[config.mk]
export PLATFORM = sky130hd
export DESIGN_NAME = droop_sweep_seq
export DESIGN_NICKNAME = d
export VERILOG_FILES = /design/src/rtl/droop_pkg.sv /design/src/rtl/droop_ms_tick.sv /design/src/rtl/droop_pulse_timer.sv /design/src/rtl/droop_ladder.sv /design/src/rtl/droop_sweep_seq.sv
export SDC_FILE = /design/constraint.sdc
export NUM_CORES = 1
export LEC_CHECK = 0
export CORE_AREA = 2 2 74 76
export DETAILED_ROUTE_END_ITERATION = 10
export DIE_AREA = 0 0 76 78
export GPL_ROUTABILITY_DRIVEN = 0
export HOLD_SLACK_MARGIN = 0.1
export PLACE_DENSITY = 0.74
export SYNTH_ARGS = -nofsm -noshare
export SYNTH_HDL_FRONTEND = slang
export SYNTH_SLANG_ARGS = --single-unit
[constraint.sdc]
create_clock -name clk -period 1.9 [get_ports clk]
set_input_delay 0.38 -clock clk [delete_from_list [all_inputs] [get_ports clk]]
set_output_delay 0.38 -clock clk [all_outputs]
set_load 0.005 [all_outputs]
[src/rtl/droop_pkg.sv]
package droop_pkg;

  typedef enum logic [1:0] {
    SQ_IDLE  = 2'd0,
    SQ_RUN   = 2'd1,
    SQ_DONE  = 2'd2,
    SQ_FAULT = 2'd3
  } sq_state_t;

  // Ladder with an irregular first rung: idx 0 -> first, idx n -> n*step
  function automatic int unsigned ladder_val(input int unsigned idx,
                                             input int unsigned first,
                                             input int unsigned step);
    return (idx == 0) ? first : idx * step;
  endfunction

endpackage

[src/rtl/droop_ms_tick.sv]
module droop_ms_tick #(
  parameter int CLKS_PER_MS = 125000
) (
  input  logic clk,
  input  logic rst_n,
  input  logic en_i,
  output logic tick_o
);
  localparam int CW = (CLKS_PER_MS > 1) ? $clog2(CLKS_PER_MS) : 1;
  localparam logic [CW-1:0] LAST = CW'(CLKS_PER_MS - 1);

  logic [CW-1:0] cnt_q, cnt_d;

  assign tick_o = en_i && (cnt_q == LAST);

  always_comb begin
    cnt_d = cnt_q;
    if (!en_i)       cnt_d = '0;
    else if (tick_o) cnt_d = '0;
    else             cnt_d = cnt_q + CW'(1);
  end

  always_ff @(posedge clk or negedge rst_n) begin
    if (!rst_n) cnt_q <= '0;
    else        cnt_q <= cnt_d;
  end
endmodule

[src/rtl/droop_pulse_timer.sv]
module droop_pulse_timer #(
  parameter int PULSES = 8,
  parameter int MS_W   = 7
) (
  input  logic            clk,
  input  logic            rst_n,
  input  logic            load_i,
  input  logic            run_i,
  input  logic            tick_i,
  input  logic [MS_W-1:0] width_i,
  output logic            on_o,
  output logic            set_end_o
);
  localparam int PW = (PULSES > 1) ? $clog2(PULSES) : 1;
  localparam logic [PW-1:0] LAST_P = PW'(PULSES - 1);

  logic            on_q, on_d;
  logic [MS_W-1:0] ms_q, ms_d;
  logic [PW-1:0]   pc_q, pc_d;
  logic            step;

  assign step      = run_i && tick_i;
  assign on_o      = on_q;
  assign set_end_o = step && !on_q && (pc_q == LAST_P);

  always_comb begin
    on_d = on_q;
    ms_d = ms_q;
    pc_d = pc_q;
    if (load_i) begin
      on_d = 1'b1;
      ms_d = '0;
      pc_d = '0;
    end else if (step) begin
      if (on_q) begin
        if (ms_q == width_i - MS_W'(1)) begin
          on_d = 1'b0;
          ms_d = '0;
        end else begin
          ms_d = ms_q + MS_W'(1);
        end
      end else begin
        on_d = 1'b1;
        pc_d = (pc_q == LAST_P) ? '0 : pc_q + PW'(1);
      end
    end
  end

  always_ff @(posedge clk or negedge rst_n) begin
    if (!rst_n) begin
      on_q <= 1'b0;
      ms_q <= '0;
      pc_q <= '0;
    end else begin
      on_q <= on_d;
      ms_q <= ms_d;
      pc_q <= pc_d;
    end
  end
endmodule

[src/rtl/droop_ladder.sv]
module droop_ladder
  import droop_pkg::*;
#(
  parameter int FIRST_D = 5,
  parameter int STEP_D  = 10,
  parameter int MAX_D   = 50,
  parameter int FIRST_W = 5,
  parameter int STEP_W  = 10,
  parameter int MAX_W   = 100,
  parameter int CODE_W  = 7
) (
  input  logic              clk,
  input  logic              rst_n,
  input  logic              load_i,
  input  logic              adv_i,
  output logic [CODE_W-1:0] depth_o,
  output logic [CODE_W-1:0] width_o,
  output logic              last_o
);
  localparam int N_D = MAX_D / STEP_D + 1;
  localparam int N_W = MAX_W / STEP_W + 1;
  localparam int DW  = $clog2(N_D);
  localparam int WW  = $clog2(N_W);
  localparam logic [DW-1:0] D_LAST = DW'(N_D - 1);
  localparam logic [WW-1:0] W_LAST = WW'(N_W - 1);

  logic [DW-1:0] d_q, d_d;
  logic [WW-1:0] w_q, w_d;

  assign last_o  = (d_q == D_LAST) && (w_q == W_LAST);
  assign depth_o = CODE_W'(ladder_val(32'(d_q), FIRST_D, STEP_D));
  assign width_o = CODE_W'(ladder_val(32'(w_q), FIRST_W, STEP_W));

  always_comb begin
    d_d = d_q;
    w_d = w_q;
    if (load_i) begin
      d_d = '0;
      w_d = '0;
    end else if (adv_i) begin
      if (d_q == D_LAST) begin
        d_d = '0;
        if (w_q != W_LAST) w_d = w_q + WW'(1);
      end else begin
        d_d = d_q + DW'(1);
      end
    end
  end

  always_ff @(posedge clk or negedge rst_n) begin
    if (!rst_n) begin
      d_q <= '0;
      w_q <= '0;
    end else begin
      d_q <= d_d;
      w_q <= w_d;
    end
  end
endmodule

[src/rtl/droop_sweep_seq.sv]
module droop_sweep_seq
  import droop_pkg::*;
#(
  parameter int CLKS_PER_MS = 125000,
  parameter int PULSES      = 8,
  parameter int FIRST_D     = 5,
  parameter int STEP_D      = 10,
  parameter int MAX_D       = 50,
  parameter int FIRST_W     = 5,
  parameter int STEP_W      = 10,
  parameter int MAX_W       = 100,
  parameter int CODE_W      = 7
) (
  input  logic              clk,
  input  logic              rst_n,
  input  logic              start_i,
  input  logic              abort_i,
  input  logic              anomaly_i,
  output logic [CODE_W-1:0] droop_code_o,
  output logic              droop_gate_o,
  output logic [CODE_W-1:0] sweep_depth_o,
  output logic [CODE_W-1:0] pulse_width_ms_o,
  output logic              done_o,
  output logic              fault_o
);
  logic [1:0]        rsync_q;
  logic              rst_int_n;
  sq_state_t         st_q, st_d;
  logic              load, run_en, tick, on, set_end, last, adv;
  logic [CODE_W-1:0] depth, width;

  // asynchronous assert, synchronous release
  always_ff @(posedge clk or negedge rst_n) begin
    if (!rst_n) rsync_q <= 2'b00;
    else        rsync_q <= {rsync_q[0], 1'b1};
  end
  assign rst_int_n = rsync_q[1];

  assign load   = !abort_i && start_i && (st_q != SQ_RUN);
  assign run_en = (st_q == SQ_RUN) && !abort_i && !anomaly_i;
  assign adv    = set_end && !last;

  droop_ms_tick #(.CLKS_PER_MS(CLKS_PER_MS)) u_tick (
    .clk(clk), .rst_n(rst_int_n), .en_i(run_en), .tick_o(tick));

  droop_pulse_timer #(.PULSES(PULSES), .MS_W(CODE_W)) u_timer (
    .clk(clk), .rst_n(rst_int_n), .load_i(load), .run_i(run_en),
    .tick_i(tick), .width_i(width), .on_o(on), .set_end_o(set_end));

  droop_ladder #(
    .FIRST_D(FIRST_D), .STEP_D(STEP_D), .MAX_D(MAX_D),
    .FIRST_W(FIRST_W), .STEP_W(STEP_W), .MAX_W(MAX_W), .CODE_W(CODE_W)
  ) u_ladder (
    .clk(clk), .rst_n(rst_int_n), .load_i(load), .adv_i(adv),
    .depth_o(depth), .width_o(width), .last_o(last));

  always_comb begin
    st_d = st_q;
    if (abort_i) begin
      st_d = SQ_IDLE;
    end else begin
      case (st_q)
        SQ_RUN: begin
          if (anomaly_i)            st_d = SQ_FAULT;
          else if (set_end && last) st_d = SQ_DONE;
        end
        default: if (start_i) st_d = SQ_RUN;
      endcase
    end
  end

  always_ff @(posedge clk or negedge rst_int_n) begin
    if (!rst_int_n) st_q <= SQ_IDLE;
    else            st_q <= st_d;
  end

  assign droop_gate_o     = (st_q == SQ_RUN) && on;
  assign droop_code_o     = droop_gate_o ? depth : '0;
  assign sweep_depth_o    = (st_q == SQ_IDLE) ? '0 : depth;
  assign pulse_width_ms_o = (st_q == SQ_IDLE) ? '0 : width;
  assign done_o           = (st_q == SQ_DONE);
  assign fault_o          = (st_q == SQ_FAULT);
endmodule

==> out/metrics.yaml <==
cts:
  clockBufferDepth: 2
  cts_tree: "built"
  cts_root_buffer: "clkbuf_8"
  cts_buffers: 5
  clkLatencyLatePin_ns: 0.30
  clk_pin_slew_ns: 0.09
  cts.sink_count: 39
  h-tree-depth: 2
placement:
  postPlaceCellArea_um2: 3370
  place_ws_ns: -0.914
  detailedPlacementHpwl_um: 4610
  io_buffers: 28
timing:
  worstMarginPinSlew_ns: 0.521
  rsz0062_at_grt: "true"
  skew_ns: 0.0134
  hold_viol: 0
  fin_crit_ns: 2.66
  finalCritPeriodShare_pct: 140
  setup_viol: 47
  setup_tns_ns: -15.68
  report.final.slew_viol_count: 0
  finalWorstSetupSlack_ns: -0.757
  relSlewSlack_pct: 65.3
  clock.fmax_mhz: 376
setup_path:
  cp_slowest_stage_delay_ns: 0.54
  r2r-start: "u_ladder.w_q[1]"
  worst_path_max_delay_cell: "fa_2"
  crit_start: "u_ladder.w_q[1]"
  path_common_cell: "ha_4"
  crit_required_ns: 2.09
  criticalPathCategory: "flop to flop"
  path_cells: "ha_4 > ha_4 > inv_2 > fa_2 > nor2_2 > nor4bb_1 > mux2i_1 > a221o_2 > a32o_1"
  cp-start-kind: "flop"
  path_max_fanout: 7
  cp.arrival_ns: 2.85
  crit_path_end_kind: "flop"
cells_and_area:
  layout.nets: 414
  syn2layout_area_growth_pct: 56.3
  final_area_um2: 3960
  drive_gt1_share_pct: 44.7
  finish.utilization_pct: 78.5
  n_antenna_cell: 0
  multi_input_area_um2: 1810
  nFillCells: 311
  seqCellArea_um2: 977
die:
  dieArea_um2: 5930
  die_h_um: 78
  rows: 26
  die_x_um: 76
  initial_core_util_pct: 50.2
  ios: 29
  core-area_um2: 5040
global_routing:
  grt_pass1_vias: 2527
  grt_pass1_wl_um: 11400
  antenna_found_initial: 0
  track_usage_pct: 24.2
  globalRouteOverflowTotal: 0
  grt_max_degree: 38
yosys:
  synthCells: 288
  ys_ff_latch: 39
  netlist_area_um2: 2530
  ys_seq_area_share_pct: 38.5
  synthFlopType: "dfrtp_1"
  avgSynthCellArea_um2: 8.79
  syn_nets: 307
  yosysTopAreaCell: "dfrtp_1"
  yosysWarnings: 0
  yosysTopAreaCellShare_pct: 38.5
  synth_edf_count: 0
  synthArstFlopShare_pct: 100
  synthDistinctLibCells: 49
  synth_area_leaders: "dfrtp_1 (39%), nor2_1 (7.4%), ha_1 (6.4%), xnor2_1 (4.5%), nand2_1 (4.4%)"
power:
  power_leakage_nw: 1.89
  powerDensity_nw_per_um2: 471
  ir_drop_mv: 0.561
  power_mw: 1.87
status:
  violations: "setup timing"
  status: "finished, violations left"
routing:
  route.final.wire_length_um: 7890
  dr.pass1.iters: 4
  drt_iter0_drc: 126
  routedWlPerCell_um: 16.9
  via_per_inst: 5.52
  antenna_left: 0
  drc_errors: 0
  vias: 2574
worst_hold_path:
  hold_class: "input pin to async pin"
flow_run:
  maxCapViolCount: 0
[final timing paths]
kind	to	slack [ns]	cells past startpoint
setup reg to reg	u_timer.ms_q[1]	-0.76	9
hold reg to reg	st_q[1]	0.29	1
max in group asynchronous	u_ladder.w_q[1]	1.25	1
hold / removal	rsync_q[1]	0.23	1
setup / recovery	u_timer.ms_q[1]	-0.76	9
min in group clk	rsync_q[1]	0.37	0
[routing by layer]
metal,share of wire (%),global-route usage [%]
met1,37,25.6
met2,55,48.4
met3,3.9,3.84
met4,4.1,7.82
met5,0,0
[flip-flops by register name (all words and copies together) (netlist names)]
name,cells
st_q,2
rsync_q,2
u_timer.on_o,1
u_ladder.d_q,3
u_timer.pc_q,3
u_timer.ms_q,7
u_ladder.w_q,4
u_tick.cnt_q,17
[through the flow]
step	std cells	hold WS, ns
3_3_place_gp	434	0.294
2_1_floorplan	288	0.0844
4_1_cts	455	0.232
6_report	466	0.228
3_5_place_dp	434	0.292
5_1_grt	466	0.227
[layout make-up]
type	instances	area share, %
Timing Repair Buffer	108	23.1
Sequential cell	39	24.7
Inverter	13	1.36
Tap cell	70	2.21
Clock inverter	3	1.17
Multi-Input combinational cell	228	45.7
Clock buffer	5	1.74
[cell usage in the layout (no fill, tap or decap), types with 4 or more instances in the layout]
cell type      instances
and3_1                 8
buf_2                 12
buf_4                 53
buf_6                 26
clkbuf_2               6
clkbuf_8               5
dfrtp_1               38
dlygate4sd2_1          5
ha_1                   7
ha_4                   5
inv_1                  8
mux2i_1                4
nand2_1               24
nand2_2                4
nand3_1               13
nand4_1                5
nor2_1                37
nor2_2                 6
nor2_4                 7
nor2b_1                8
o211ai_1               5
xnor2_1               11
xor2_1                10
[where the power goes]
part,internal (mW),switching [mW]
Combinational,0.160,0.146
Clock,0.396,0.322
Sequential,0.838,0.00518
Total,1.39,0.473
[synthesized netlist by cell type, types with 3 or more instances]
| cell | number |
|---|---|
| nor2_1 | 50 |
| clkbuf_1 | 8 |
| nand2_1 | 30 |
| nand4_1 | 5 |
| ha_1 | 13 |
| o31ai_1 | 3 |
| and2_1 | 6 |
| o21ai_0 | 8 |
| and3_1 | 9 |
| nor3_1 | 5 |
| mux2i_1 | 5 |
| inv_1 | 13 |
| nor3b_1 | 3 |
| xor2_1 | 10 |
| xnor2_1 | 13 |
| nor4_1 | 3 |
| nor2b_1 | 9 |
| o211ai_1 | 5 |
| nand3_1 | 13 |
| dfrtp_1 | 39 |
| a21oi_1 | 4 |
[what timing repair did]
item | 4_1_cts | 5_1_grt
resized for setup | 100 | 68
setup buffers | 13 | 14
pin swaps | 26 | 13
cloned | 1 | 0
setup endpoints to repair | 59 | 54
hold buffers | 0 | 0
[logic make-up after synthesis]
group           Yosys count  share of synthesized area, %
other cells               1                         0.148
buf+inv                  21                          3.11
xor+xnor                 23                          7.95
mux                       5                          1.98
fa+ha+maj                14                          7.21
compound gates           29                          7.66
simple gates            156                          33.4
flops                    39                          38.5
[critical path, delay by kind of cell, from the launching register on]
| family | cells | cell delay, ns |
|---|---|---|
| AND/OR/NAND/NOR | 2 | 0.30 |
| flip-flops | 1 | 0.44 |
| multiplexers | 1 | 0.11 |
| adder cells (fa/ha/maj) | 3 | 0.95 |
| AO/OA/AOI/OAI | 2 | 0.70 |
| buffers and inverters | 1 | 0.03 |
(Power assumes the default switching activity.)
